### src/rtl/i2c_tgt_pkg.sv
package i2c_tgt_pkg;
    localparam int BYTE_W  = 8;
    localparam int ADR_W   = 7;
    localparam int CNT_W   = $clog2(BYTE_W + 1);

    typedef enum logic [3:0] {
        ST_IDLE, ST_ADDR, ST_AACK, ST_RX, ST_DACK,
        ST_TXLD, ST_TX, ST_MACK, ST_SKIP
    } tgt_state_e;

    typedef struct packed {
        tgt_state_e          st;
        logic [CNT_W-1:0]    cnt;
        logic [BYTE_W-1:0]   sh;
        logic                rw;
        logic                ackb;
    } fsm_t;

    typedef struct packed {
        logic                en;
        logic                pad;
        logic                busy;
        logic                dwr;
        logic                drd;
        logic                flag;
        logic                rxreq;
        logic                txreq;
        logic [ADR_W-1:0]    own;
        logic [BYTE_W-1:0]   rxd;
        logic [BYTE_W-1:0]   txd;
    } regs_t;
endpackage

### src/rtl/i2c_tgt_sync.sv
module i2c_tgt_sync (
    input  logic clk,
    input  logic rst_n,
    input  logic gate,
    input  logic scl_raw,
    input  logic sda_raw,
    output logic scl_rise,
    output logic scl_fall,
    output logic sda_lvl,
    output logic start_det,
    output logic stop_det
);
    // index 0 = SCL, index 1 = SDA; three stages: two to synchronize, one for edges
    logic [1:0] raw;
    logic [1:0] s1_d, s1_q, s2_d, s2_q, s3_d, s3_q;

    assign raw = {sda_raw, scl_raw};

    genvar g;
    generate
        for (g = 0; g < 2; g++) begin : g_line
            always_comb begin
                s1_d[g] = gate ? raw[g] : 1'b1;
                s2_d[g] = s1_q[g];
                s3_d[g] = s2_q[g];
            end
        end
    endgenerate

    always_ff @(posedge clk or negedge rst_n) begin
        if (!rst_n) begin
            s1_q <= 2'b11;
            s2_q <= 2'b11;
            s3_q <= 2'b11;
        end else begin
            s1_q <= s1_d;
            s2_q <= s2_d;
            s3_q <= s3_d;
        end
    end

    assign scl_rise  =  s2_q[0] & ~s3_q[0];
    assign scl_fall  = ~s2_q[0] &  s3_q[0];
    assign sda_lvl   =  s2_q[1];
    assign start_det = ~s2_q[1] &  s3_q[1] & s2_q[0] & s3_q[0];
    assign stop_det  =  s2_q[1] & ~s3_q[1] & s2_q[0] & s3_q[0];
endmodule

### src/rtl/i2c_tgt_regs.sv
module i2c_tgt_regs
    import i2c_tgt_pkg::*;
(
    input  logic              clk,
    input  logic              rst_n,
    input  logic [1:0]        reg_addr,
    input  logic              reg_we,
    input  logic [BYTE_W-1:0] reg_wdata,
    output logic [BYTE_W-1:0] reg_rdata,
    input  logic              dma_ack,
    input  logic [BYTE_W-1:0] dma_tx_data,
    input  logic              ev_rx,
    input  logic              ev_tx,
    input  logic [BYTE_W-1:0] rx_byte,
    output regs_t             r
);
    regs_t r_d, r_q;

    always_comb begin
        r_d = r_q;
        if (reg_we) begin
            case (reg_addr)
                2'd0: begin
                    r_d.en   = reg_wdata[0];
                    r_d.pad  = reg_wdata[1];
                    r_d.busy = reg_wdata[2];
                    r_d.dwr  = reg_wdata[3];
                    r_d.drd  = reg_wdata[4];
                    if (reg_wdata[7]) r_d.flag = 1'b0;
                end
                2'd1: r_d.own = reg_wdata[ADR_W-1:0];
                2'd3: r_d.txd = reg_wdata;
                default: ;
            endcase
        end
        if (dma_ack) begin
            r_d.rxreq = 1'b0;
            if (r_q.txreq) begin
                r_d.txreq = 1'b0;
                r_d.txd   = dma_tx_data;
            end
        end
        // bus events win over a same-cycle clear
        if (ev_rx) begin
            r_d.rxd = rx_byte;
            if (r_q.dwr) r_d.rxreq = 1'b1;
            else         r_d.flag  = 1'b1;
        end
        if (ev_tx) begin
            if (r_q.drd) r_d.txreq = 1'b1;
            else         r_d.flag  = 1'b1;
        end
    end

    always_ff @(posedge clk or negedge rst_n) begin
        if (!rst_n) begin
            r_q      <= '0;
            r_q.busy <= 1'b1;
        end else begin
            r_q <= r_d;
        end
    end

    always_comb begin
        case (reg_addr)
            2'd0:    reg_rdata = {r_q.flag, 2'b00, r_q.drd, r_q.dwr, r_q.busy, r_q.pad, r_q.en};
            2'd1:    reg_rdata = {{(BYTE_W-ADR_W){1'b0}}, r_q.own};
            2'd2:    reg_rdata = (r_q.flag && !r_q.dwr) ? r_q.rxd : '0;
            default: reg_rdata = r_q.txd;
        endcase
    end

    assign r = r_q;
endmodule

### src/rtl/i2c_tgt_fsm.sv
module i2c_tgt_fsm
    import i2c_tgt_pkg::*;
(
    input  logic              clk,
    input  logic              rst_n,
    input  logic              en,
    input  logic              busy,
    input  logic [ADR_W-1:0]  own,
    input  logic              pending,
    input  logic [BYTE_W-1:0] tx_byte,
    input  logic              scl_rise,
    input  logic              scl_fall,
    input  logic              sda_lvl,
    input  logic              start_det,
    input  logic              stop_det,
    output logic              ev_rx,
    output logic              ev_tx,
    output logic [BYTE_W-1:0] rx_byte,
    output logic              sda_drv,
    output logic              scl_drv
);
    fsm_t f_d, f_q;

    always_comb begin
        f_d     = f_q;
        ev_rx   = 1'b0;
        ev_tx   = 1'b0;
        sda_drv = 1'b0;
        scl_drv = 1'b0;
        case (f_q.st)
            ST_ADDR: begin
                if (scl_rise) begin
                    f_d.sh  = {f_q.sh[BYTE_W-2:0], sda_lvl};
                    f_d.cnt = f_q.cnt + 1'b1;
                end
                if (scl_fall && f_q.cnt == CNT_W'(BYTE_W)) begin
                    if (f_q.sh[BYTE_W-1:1] == own && !busy) begin
                        f_d.rw = f_q.sh[0];
                        f_d.st = ST_AACK;
                    end else begin
                        f_d.st = ST_SKIP;
                    end
                end
            end
            ST_AACK: begin
                sda_drv = 1'b1;
                if (scl_fall) begin
                    f_d.cnt = '0;
                    if (f_q.rw) begin
                        ev_tx  = 1'b1;
                        f_d.st = ST_TXLD;
                    end else begin
                        f_d.st = ST_RX;
                    end
                end
            end
            ST_RX: begin
                scl_drv = (f_q.cnt == '0) && pending;
                if (scl_rise) begin
                    f_d.sh  = {f_q.sh[BYTE_W-2:0], sda_lvl};
                    f_d.cnt = f_q.cnt + 1'b1;
                end
                if (scl_fall && f_q.cnt == CNT_W'(BYTE_W)) begin
                    ev_rx  = 1'b1;
                    f_d.st = ST_DACK;
                end
            end
            ST_DACK: begin
                sda_drv = 1'b1;
                if (scl_fall) begin
                    f_d.cnt = '0;
                    f_d.st  = ST_RX;
                end
            end
            ST_TXLD: begin
                scl_drv = pending;
                if (!pending) begin
                    f_d.sh  = tx_byte;
                    f_d.cnt = '0;
                    f_d.st  = ST_TX;
                end
            end
            ST_TX: begin
                sda_drv = ~f_q.sh[BYTE_W-1];
                if (scl_fall) begin
                    f_d.cnt = f_q.cnt + 1'b1;
                    if (f_q.cnt == CNT_W'(BYTE_W-1)) f_d.st = ST_MACK;
                    else f_d.sh = {f_q.sh[BYTE_W-2:0], 1'b0};
                end
            end
            ST_MACK: begin
                if (scl_rise) f_d.ackb = sda_lvl;
                if (scl_fall) begin
                    if (!f_q.ackb) begin
                        ev_tx  = 1'b1;
                        f_d.st = ST_TXLD;
                    end else begin
                        f_d.st = ST_SKIP;
                    end
                end
            end
            default: ;
        endcase
        if (stop_det) f_d.st = ST_IDLE;
        if (start_det) begin
            f_d.st  = ST_ADDR;
            f_d.cnt = '0;
        end
        if (!en) f_d.st = ST_IDLE;
    end

    always_ff @(posedge clk or negedge rst_n) begin
        if (!rst_n) begin
            f_q      <= '0;
            f_q.st   <= ST_IDLE;
            f_q.ackb <= 1'b1;
        end else begin
            f_q <= f_d;
        end
    end

    assign rx_byte = f_q.sh;
endmodule

### src/rtl/i2c_tgt_auto.sv
module i2c_tgt_auto
    import i2c_tgt_pkg::*;
(
    input  logic              clk,
    input  logic              rst_n,
    input  logic [1:0]        reg_addr,
    input  logic              reg_we,
    input  logic [BYTE_W-1:0] reg_wdata,
    output logic [BYTE_W-1:0] reg_rdata,
    output logic              irq,
    output logic              dma_rx_req,
    output logic [BYTE_W-1:0] dma_rx_data,
    output logic              dma_tx_req,
    input  logic [BYTE_W-1:0] dma_tx_data,
    input  logic              dma_ack,
    input  logic              scl_i,
    input  logic              sda_i,
    output logic              scl_oe,
    output logic              sda_oe
);
    regs_t             r;
    logic              scl_rise, scl_fall, sda_lvl, start_det, stop_det;
    logic              ev_rx, ev_tx, sda_drv, scl_drv, pending, live;
    logic [BYTE_W-1:0] rx_byte;

    i2c_tgt_sync u_sync (
        .clk(clk), .rst_n(rst_n), .gate(r.pad),
        .scl_raw(scl_i), .sda_raw(sda_i),
        .scl_rise(scl_rise), .scl_fall(scl_fall), .sda_lvl(sda_lvl),
        .start_det(start_det), .stop_det(stop_det)
    );

    i2c_tgt_regs u_regs (
        .clk(clk), .rst_n(rst_n),
        .reg_addr(reg_addr), .reg_we(reg_we), .reg_wdata(reg_wdata),
        .reg_rdata(reg_rdata), .dma_ack(dma_ack), .dma_tx_data(dma_tx_data),
        .ev_rx(ev_rx), .ev_tx(ev_tx), .rx_byte(rx_byte), .r(r)
    );

    assign pending = r.flag | r.rxreq | r.txreq;

    i2c_tgt_fsm u_fsm (
        .clk(clk), .rst_n(rst_n), .en(r.en), .busy(r.busy), .own(r.own),
        .pending(pending), .tx_byte(r.txd),
        .scl_rise(scl_rise), .scl_fall(scl_fall), .sda_lvl(sda_lvl),
        .start_det(start_det), .stop_det(stop_det),
        .ev_rx(ev_rx), .ev_tx(ev_tx), .rx_byte(rx_byte),
        .sda_drv(sda_drv), .scl_drv(scl_drv)
    );

    assign live        = r.en & r.pad;
    assign sda_oe      = sda_drv & live;
    assign scl_oe      = scl_drv & live;
    assign irq         = r.flag;
    assign dma_rx_req  = r.rxreq;
    assign dma_tx_req  = r.txreq;
    assign dma_rx_data = r.rxd;
endmodule

### config.mk
export PLATFORM = sky130hd
export DESIGN_NAME = i2c_tgt_auto
export DESIGN_NICKNAME = d
export VERILOG_FILES = /design/src/rtl/i2c_tgt_pkg.sv /design/src/rtl/i2c_tgt_sync.sv /design/src/rtl/i2c_tgt_regs.sv /design/src/rtl/i2c_tgt_fsm.sv /design/src/rtl/i2c_tgt_auto.sv
export SDC_FILE = /design/constraint.sdc
export NUM_CORES = 1
export LEC_CHECK = 0
export BUFFER_PORTS_ARGS = -buffer_cell sky130_fd_sc_hd__buf_2
export CAP_MARGIN = 20
export CELL_PAD_IN_SITES_DETAIL_PLACEMENT = 1
export CELL_PAD_IN_SITES_GLOBAL_PLACEMENT = 1
export CORE_MARGIN = 2
export CORE_UTILIZATION = 44
export CTS_BUF_LIST = sky130_fd_sc_hd__clkbuf_16
export DETAILED_ROUTE_END_ITERATION = 16
export GPL_ROUTABILITY_DRIVEN = 0
export MAX_ROUTING_LAYER = met4
export PLACE_DENSITY_LB_ADDON = 0.1
export SYNTH_ARGS = -nofsm -noshare
export SYNTH_HDL_FRONTEND = slang
export SYNTH_SLANG_ARGS = --single-unit
export TNS_END_PERCENT = 5
### constraint.sdc
create_clock -name clk -period 2.4 [get_ports clk]
set_input_delay 0.24 -clock clk [delete_from_list [all_inputs] [get_ports clk]]
set_output_delay 0.24 -clock clk [all_outputs]
set_load 0.03 [all_outputs]
# == Word level (Yosys, flattened, before mapping) ==
# Cells that the tools add are included.
# classes
n_addsub,1
n_eq_ne,31
mux,47
bitwise_logic,18
n_reduce_logical,19
# ops
op,count
$mux 8,9
$pmux 8 s3,2
$ne 5x4->1 const B,7
$mux 16,2
$mux 4,8
$pmux 4 s7,1
$eq 4x3->1 const B,5
$pmux 4 s5,1
$mux 1,17
$mux 12,1
$and 1x1->1,11
$ne 10x3->1 const B,1
$ne 3x2->1 const B,3
$reduce_and 9->1,1
$eq 4x2->1 const B,2
$eq 7x7->1,1
$pmux 1 s2,3
$reduce_and 2->1,3
$reduce_and 6->1,1
$reduce_bool 6->1,1
$ne 5x5->1 const B,1
$not 1->1,5
$reduce_and 5->1,1
$add 4x1->4 const B,1
18 further kinds,28
# totals
ff_bits,55
in_bits,24
wordCells,135

# == Longest topological paths before layout ==
# Gate-level depths: netlist of the first run.
# logic_depth
word_depth,8
mapped_depth,7
depth_no_buf,7

# == Hierarchy ==
# From an unflattened synthesis of the first run, not the netlist that was laid out.
# hier_totals
cells_unflattened,314
hier_area_um2,3103.0
# by_module_without_submodules
module,instances,cells_per_inst,area_each_um2,seq_area_each_um2
i2c_tgt_regs,1,141,1478.9,777.0
i2c_tgt_fsm,1,158,1402.6,451.7
i2c_tgt_sync,1,12,202.7,157.7
i2c_tgt_auto,1,3,18.8,0.0

# == Least setup slack after synthesis of the first run ==
# OpenSTA, ideal clock, no wires.
# synth_path
path_type,register to output
from,register u_fsm.f_q[15] (netlist bit)
to,output port scl_oe
t_arrival_ns,2.010
required_time_ns,2.160
path_slack_ns,0.150
stages_incl_launch_ff,5
path_buffers,1
path_cell_list,dfrtp_1 -> and4bb_2 -> buf_2 -> a21oi_1 -> nor4_1
# synth_between
elab_chain_cells,3
# synth_lines
element,line_no,source
"start, declared",i2c_tgt_fsm.sv:22,"fsm_t f_d, f_q;"
$eq 4x3->1 / $eq 4x2->1 (equally long branches),i2c_tgt_fsm.sv:30,case (f_q.st)
$pmux 1 s2 *,i2c_tgt_fsm.sv:30,
$and 1x1->1 *,i2c_tgt_auto.sv:53,assign scl_oe = scl_drv & live;
"end, declared",i2c_tgt_auto.sv:18,"output logic scl_oe,"
# Every way passes the cells marked *; elsewhere a longest branch is shown, timed or not.

# == Final worst setup path of the first run ==
# layout_path
from,register u_regs.r_q (netlist bit u_regs.r[25])
to,output port reg_rdata[0]
# layout_between
elab_chain_cells,3
# layout_lines
element,line_no,source
"start, declared",i2c_tgt_regs.sv:17,"regs_t r_d, r_q;"
"start signal, assigned",i2c_tgt_regs.sv:60,r_q <= r_d;
$logic_and 1x1->1,i2c_tgt_regs.sv:68,2'd2: reg_rdata = (r_q.flag && !r_q.dwr) ? r_q.rxd : '0;
$mux 8,i2c_tgt_regs.sv:68,
$pmux 8 s3,i2c_tgt_regs.sv:65,case (reg_addr)
"end, declared",i2c_tgt_auto.sv:9,"output logic [BYTE_W-1:0] reg_rdata,"
# Every way passes these cells.

==> impl_metrics.json, run 1 <==
{
  "finalCoreUtilization_pct": 51.7,
  "drv_cap": 0,
  "path_class": "reg -> out",
  "fillers": 797,
  "rsz0062_at_grt": "no",
  "cts_resized": 0,
  "crit_chain": "nor2b_1 > and3_1 > a22oi_1 > a22oi_1 > buf_2",
  "cp_max_fo": 10,
  "p_int_uw": 1630,
  "drive_above_1_share_pct": 26.4,
  "synth_seq_cells": 55,
  "h-tree-depth": 2,
  "tightest_slew_ns": 0.961,
  "hp-class": "in -> reg",
  "hold_violations": 0,
  "synth.cell_area_um2": 3080,
  "final_common_cell": "dfrtp_1",
  "leakage_uw": 0.00158,
  "skew_ns": 0.00983,
  "worstPathRequired_ns": 2.16,
  "wl_met2_um": 3850,
  "wirelength_met1_um": 4210,
  "fp.coreArea_um2": 6790,
  "setup_viol": 0,
  "rr_worst_depth": 5,
  "period_share_pct": 93.3,
  "wl_met3_um": 244,
  "antenna_cells": 0,
  "drc": 0,
  "worstPathArrival_ns": 2.00,
  "regArea_um2": 1390,
  "p_per_area_nw_per_um2": 671,
  "dr.pass1.iters": 4,
  "synthesis.nets": 335,
  "pre_cts_ws_ns": 0.307,
  "holdWs_ns": 0.131,
  "yosysWarnings": 0,
  "clkLatencyLatePin_ns": 0.29,
  "clk_pin_slew_ns": 0.07,
  "mostFrequentLayoutCells": "47 x dfrtp_1, 44 x buf_2, 34 x nand2_1",
  "status": "finished, final reports clean",
  "slew_viol_final": 0,
  "drt_iter0_markers": 164,
  "drtAntennaViolNets": 0,
  "p_clk_share_pct": 30.4,
  "die_w_um": 87.7,
  "dp_cells": 435,
  "die-area_um2": 7690,
  "synth_edf_count": 0,
  "io_pins": 45,
  "area_delta_synth_final_pct": 13.9,
  "startpoint_type": "register",
  "die_y_um": 87.7,
  "antenna_found_initial": 0,
  "cp-end-kind": "primary output",
  "seq_power_share_pct": 50.6,
  "routed_wl_um": 8400,
  "fin_cells": 444,
  "core.rowCount": 30,
  "finalSetupTns_ns": 0,
  "slowest_stage": "and3_1",
  "nNetsFinal": 373,
  "min_period_ns": 2.24,
  "top_layer": "met4",
  "synthCells": 309,
  "yosysUniqueCellTypes": 54,
  "dp_hpwl_um": 6100,
  "crit_path_frequent_cell": "a22oi_1",
  "initial_core_util_pct": 45.4,
  "max_freq_mhz": 447,
  "yosysSeqAreaShare_pct": 45.0,
  "cts_buffer_depth": 2,
  "grt_usage_pct": 23.7,
  "wl_per_cell_um": 18.9,
  "comb_power_share_pct": 19.0,
  "dr_total_vias": 2512,
  "async_reset_ff_share_pct": 100,
  "peakVddDrop_v": 0.000290,
  "overflow": 0,
  "grt_start_max_net_pins": 26,
  "slew_headroom_pct": 35.7,
  "grt_pass1_vias": 2464,
  "multi_input_area_um2": 1530,
  "syn_avg_cell_area_um2": 9.98,
  "cts_root_buffer": "clkbuf_16",
  "critPathMaxStageDelay_ns": 0.48,
  "fin_ws_ns": 0.161,
  "cts_tree": "built",
  "grt_pass1_wl_um": 13500,
  "swShare_pct": 31.0,
  "viasPerCell": 5.66,
  "cts_made_buffers": 5,
  "io_buffers": 44,
  "yosys_most_used_dff": "dfrtp_1",
  "cts_setup_buffers": 0,
  "netSwitchingPower_uw": 731,
  "cts_sinks": 55,
  "hold_depth": 2
}
==> sequential cells by signal (all words and copies together) (netlist names) <==
name and flops:
u_sync.s1_q 2, u_sync.s3_q 2, u_fsm.f_q 10, u_regs.r 31, u_sync.s2_q 2, u_fsm.rx_byte 8
==> cells in the mapped netlist, types with 5 or more instances <==
master	number	area, um2
a21oi_1	7	35.0
buf_2	5	25.0
mux2i_1	16	160
dfrtp_1	47	1180
dfstp_2	8	210
o22ai_1	6	37.5
xor2_1	8	70.1
clkbuf_1	6	22.5
nor2_1	9	33.8
inv_1	14	52.6
o21ai_0	30	150
a22oi_1	11	82.6
mux2_2	21	236
buf_4	8	60.1
nand2b_1	10	62.6
nand2_1	34	128
==> per-stage QoR <==
stage,area [um2],power (uW)
6_report,3510,2360
5_1_grt,3510,2480
4_1_cts,3510,2380
3_5_place_dp,3360,1650
3_3_place_gp,3360,1630
2_1_floorplan,3080,1470
==> power groups by stage <==
| stage | Sequential (uW) | Clock (uW) | Combinational [uW] |
|---|---|---|---|
| 6_report | 1190 | 717 | 448 |
| 5_1_grt | 1210 | 772 | 498 |
| 4_1_cts | 1190 | 743 | 450 |
| 3_5_place_dp | 1210 | 0 | 441 |
| 3_3_place_gp | 1200 | 0 | 425 |
| 2_1_floorplan | 1160 | 0 | 311 |
==> routing by layer <==
layer / vias to the layer above / global-route usage [%]
met4: 0 / 5.73
met3: 9 / 3.39
met5: - / -
met1: 1265 / 33.2
met2: 54 / 36.5
li1: 1184 / -
==> repair_timing <==
| item | CTS | global route |
|---|---|---|
| hold buffers | 1 | 0 |
| endpoints found under the setup margin | 0 | 2 |
| endpoints found under the hold margin | 12 | 0 |
==> final timing paths <==
path,startpoint,endpoint,slack [ns]
worst max-delay path,u_regs.r[25],reg_rdata[0],0.16
worst min-delay path,sda_i,u_sync.s1_q[1],0.13
worst max register to register,u_fsm.f_q[15],u_fsm.rx_byte[6],0.31
worst min register to register,u_sync.s1_q[1],u_sync.s2_q[1],0.36
max in group asynchronous,rst_n,u_fsm.f_q[0],1.31
min in group asynchronous,rst_n,u_regs.r[4],0.37
==> kinds of logic after synthesis <==
kind of cell | count (synthesis) | synth area share [%]
buffers and inverters | 35 | 5.44
muxes | 38 | 13.6
DFF | 55 | 45.0
and+or+nand+nor | 87 | 14.9
adders and majority gates | 2 | 0.812
AOI/OAI and AO/OA | 83 | 17.7
xor gates and xnor gates | 9 | 2.56
==> worst max-delay path, delay by kind of cell, from the launching register on <==
family,cells,cell delay [ns]
buffers and inverters,1,0.24
AND/OR/NAND/NOR,2,0.69
flip-flops,1,0.44
AO/OA/AOI/OAI,2,0.33
==> area by class of cell <==
class	instances	area share, %
multi-input cells	219	43.5
flip-flops and latches	55	39.5
repair buffers	52	8.05
clock buffers	5	3.56
well taps	96	3.42
inverters	14	1.50
clock inverters	3	0.463
No activity file was read; power rests on OpenSTA's default activity.
==> run 2, diff against run 1 <==
--- a/config.mk
+++ b/config.mk
@@ -15,4 +15,5 @@
 export DETAILED_ROUTE_END_ITERATION = 16
 export GPL_ROUTABILITY_DRIVEN = 0
+export GPL_TIMING_DRIVEN = 0
 export MAX_ROUTING_LAYER = met4
 export PLACE_DENSITY_LB_ADDON = 0.1
==> constraint.sdc (replaced) <==
create_clock -name clk -period 2.4 [get_ports clk]
set_input_delay 0.24 -clock clk [delete_from_list [all_inputs] [get_ports clk]]
set_output_delay 0.24 -clock clk [all_outputs]
set_load 0.1 [all_outputs]
==> run 2 against run 1 <==
- clock-buffer cell count stayed put
- hold slack better by 0.019 ns
- setup slack worse by 0.079 ns
- via count is 1.8% higher
- sequential power hardly changed
- critical path type unchanged
- critical endpoint is now reg_rdata[1]
- largest cell class unchanged
==> impl_metrics.json, run 2 (synthesis results as in run 1) <==
{
  "overflow": 0,
  "final_common_cell": "dfrtp_1",
  "p_clk_share_pct": 31.6,
  "fp.coreArea_um2": 6790,
  "dp_hpwl_um": 6480,
  "clk_pin_slew_ns": 0.07,
  "slew_viol_final": 0,
  "largest_register_ffs": 31,
  "core.rowCount": 30,
  "cts_root_buffer": "clkbuf_16",
  "slew_headroom_pct": 49.5,
  "peakVddDrop_v": 0.000382,
  "multi_input_area_um2": 1580,
  "antenna_found_initial": 0,
  "area_delta_synth_final_pct": 19.4,
  "routed_wl_um": 8620,
  "nNetsFinal": 387,
  "fillers": 769,
  "cp_max_fo": 10,
  "setup_viol": 0,
  "cts_sinks": 55,
  "cts_made_buffers": 5,
  "leakage_uw": 0.00164,
  "p_per_area_nw_per_um2": 701,
  "period_share_pct": 96.6,
  "wl_per_cell_um": 18.8,
  "dr_total_vias": 2558,
  "grt_usage_pct": 24.7,
  "startpoint_type": "register",
  "die_w_um": 87.7,
  "worstPathArrival_ns": 2.08,
  "finalInstanceArea_um2": 3680,
  "h-tree-depth": 2,
  "hold_violations": 0,
  "max_freq_mhz": 431,
  "seq_power_share_pct": 46.2,
  "dr.pass1.iters": 4,
  "antenna_cells": 0,
  "io_pins": 45,
  "postPlaceCellArea_um2": 3480,
  "swShare_pct": 32.7,
  "hp-class": "in -> reg",
  "grt_pass1_vias": 2776,
  "cts_tree": "built",
  "comb_power_share_pct": 22.2,
  "drc": 0,
  "status": "finished, final reports clean",
  "cts_setup_buffers": 0,
  "tightest_slew_ns": 0.754,
  "skew_ns": 0.0105,
  "cp-end-kind": "primary output",
  "drv_cap": 0,
  "rrSetupSlack_ns": 0.14,
  "die_y_um": 87.7,
  "drive_above_1_share_pct": 29.6,
  "mostFrequentLayoutCells": "46 x dfrtp_1, 42 x buf_2, 34 x nand2_1",
  "drt_iter0_markers": 90,
  "io_buffers": 43,
  "clkLatencyLatePin_ns": 0.29,
  "finalCoreUtilization_pct": 54.2,
  "p_int_uw": 1740,
  "rsz0062_at_grt": "yes",
  "drtAntennaViolNets": 0,
  "min_period_ns": 2.32,
  "grt_start_max_net_pins": 39,
  "path_class": "reg -> out",
  "regArea_um2": 1390,
  "finalSetupTns_ns": 0,
  "initial_core_util_pct": 45.4,
  "worstPathRequired_ns": 2.16,
  "netSwitchingPower_uw": 843,
  "die-area_um2": 7690,
  "viasPerCell": 5.59,
  "cts_buffer_depth": 2,
  "grt_pass1_wl_um": 14200
}
run 2: through the flow:
stage	setup slack, ns	instances	total power (uW)	hold slack (ns)
3_3_place_gp	0.0991	448	1750	0.345
3_5_place_dp	0.0632	449	1780	0.214
6_report	0.0812	458	2580	0.150
5_1_grt	-0.0160	458	2700	0.164
4_1_cts	0.0391	458	2590	0.148
2_1_floorplan	-0.0789	309	1590	-0.0556
run 2: worst paths after layout:
kind | startpoint | to | cells after the start
max in group asynchronous | rst_n | u_fsm.f_q[0] | 3
worst min-delay path | dma_tx_data[1] | u_regs.r[1] | 3
min in group asynchronous | rst_n | u_regs.r[0] | 2
worst max-delay path | u_regs.r[25] | reg_rdata[1] | 6
worst max register to register | u_fsm.f_q[16] | u_fsm.rx_byte[7] | 7
worst min register to register | u_sync.s1_q[1] | u_sync.s2_q[1] | 0
run 2: area by class of cell:
cell class | count | share of cell area [%]
multi-input combinational | 219 | 42.8
sequential | 55 | 37.8
timing repair buffer | 45 | 7.10
clock buffer | 5 | 3.40
tap | 96 | 3.26
buffer | 21 | 3.23
inverter | 14 | 1.43
clock inverter | 3 | 1.02
run 2: timing repair:
| item | in CTS | in global routing |
|---|---|---|
| hold buffers | 1 | 0 |
| endpoints found under the setup margin | 1 | 13 |
| endpoints found under the hold margin | 11 | 0 |
| gates resized for setup | 2 | 6 |
| pin swaps | 0 | 1 |
run 2: worst max-delay path: stages (launching register included):
cell      delay, ns
dfrtp_4        0.44
nor2b_1        0.20
and3_1         0.17
clkbuf_2       0.26
nand2_1        0.12
a22oi_2        0.15
buf_2          0.45
run 2: routing by layer:
layer	global-route usage, %	vias up	wire length (um)
met4	6.29	0	80
met3	3.20	10	228
met1	29.8	1296	3810
met2	43.5	45	4500
met5	-	-	0
li1	-	1207	-
run 2: power groups by stage:
stage	logic [uW]	clock network [uW]	registers [uW]
6_report	572	816	1190
5_1_grt	623	866	1210
4_1_cts	572	829	1190
3_5_place_dp	568	0	1210
3_3_place_gp	549	0	1200
2_1_floorplan	428	0	1160
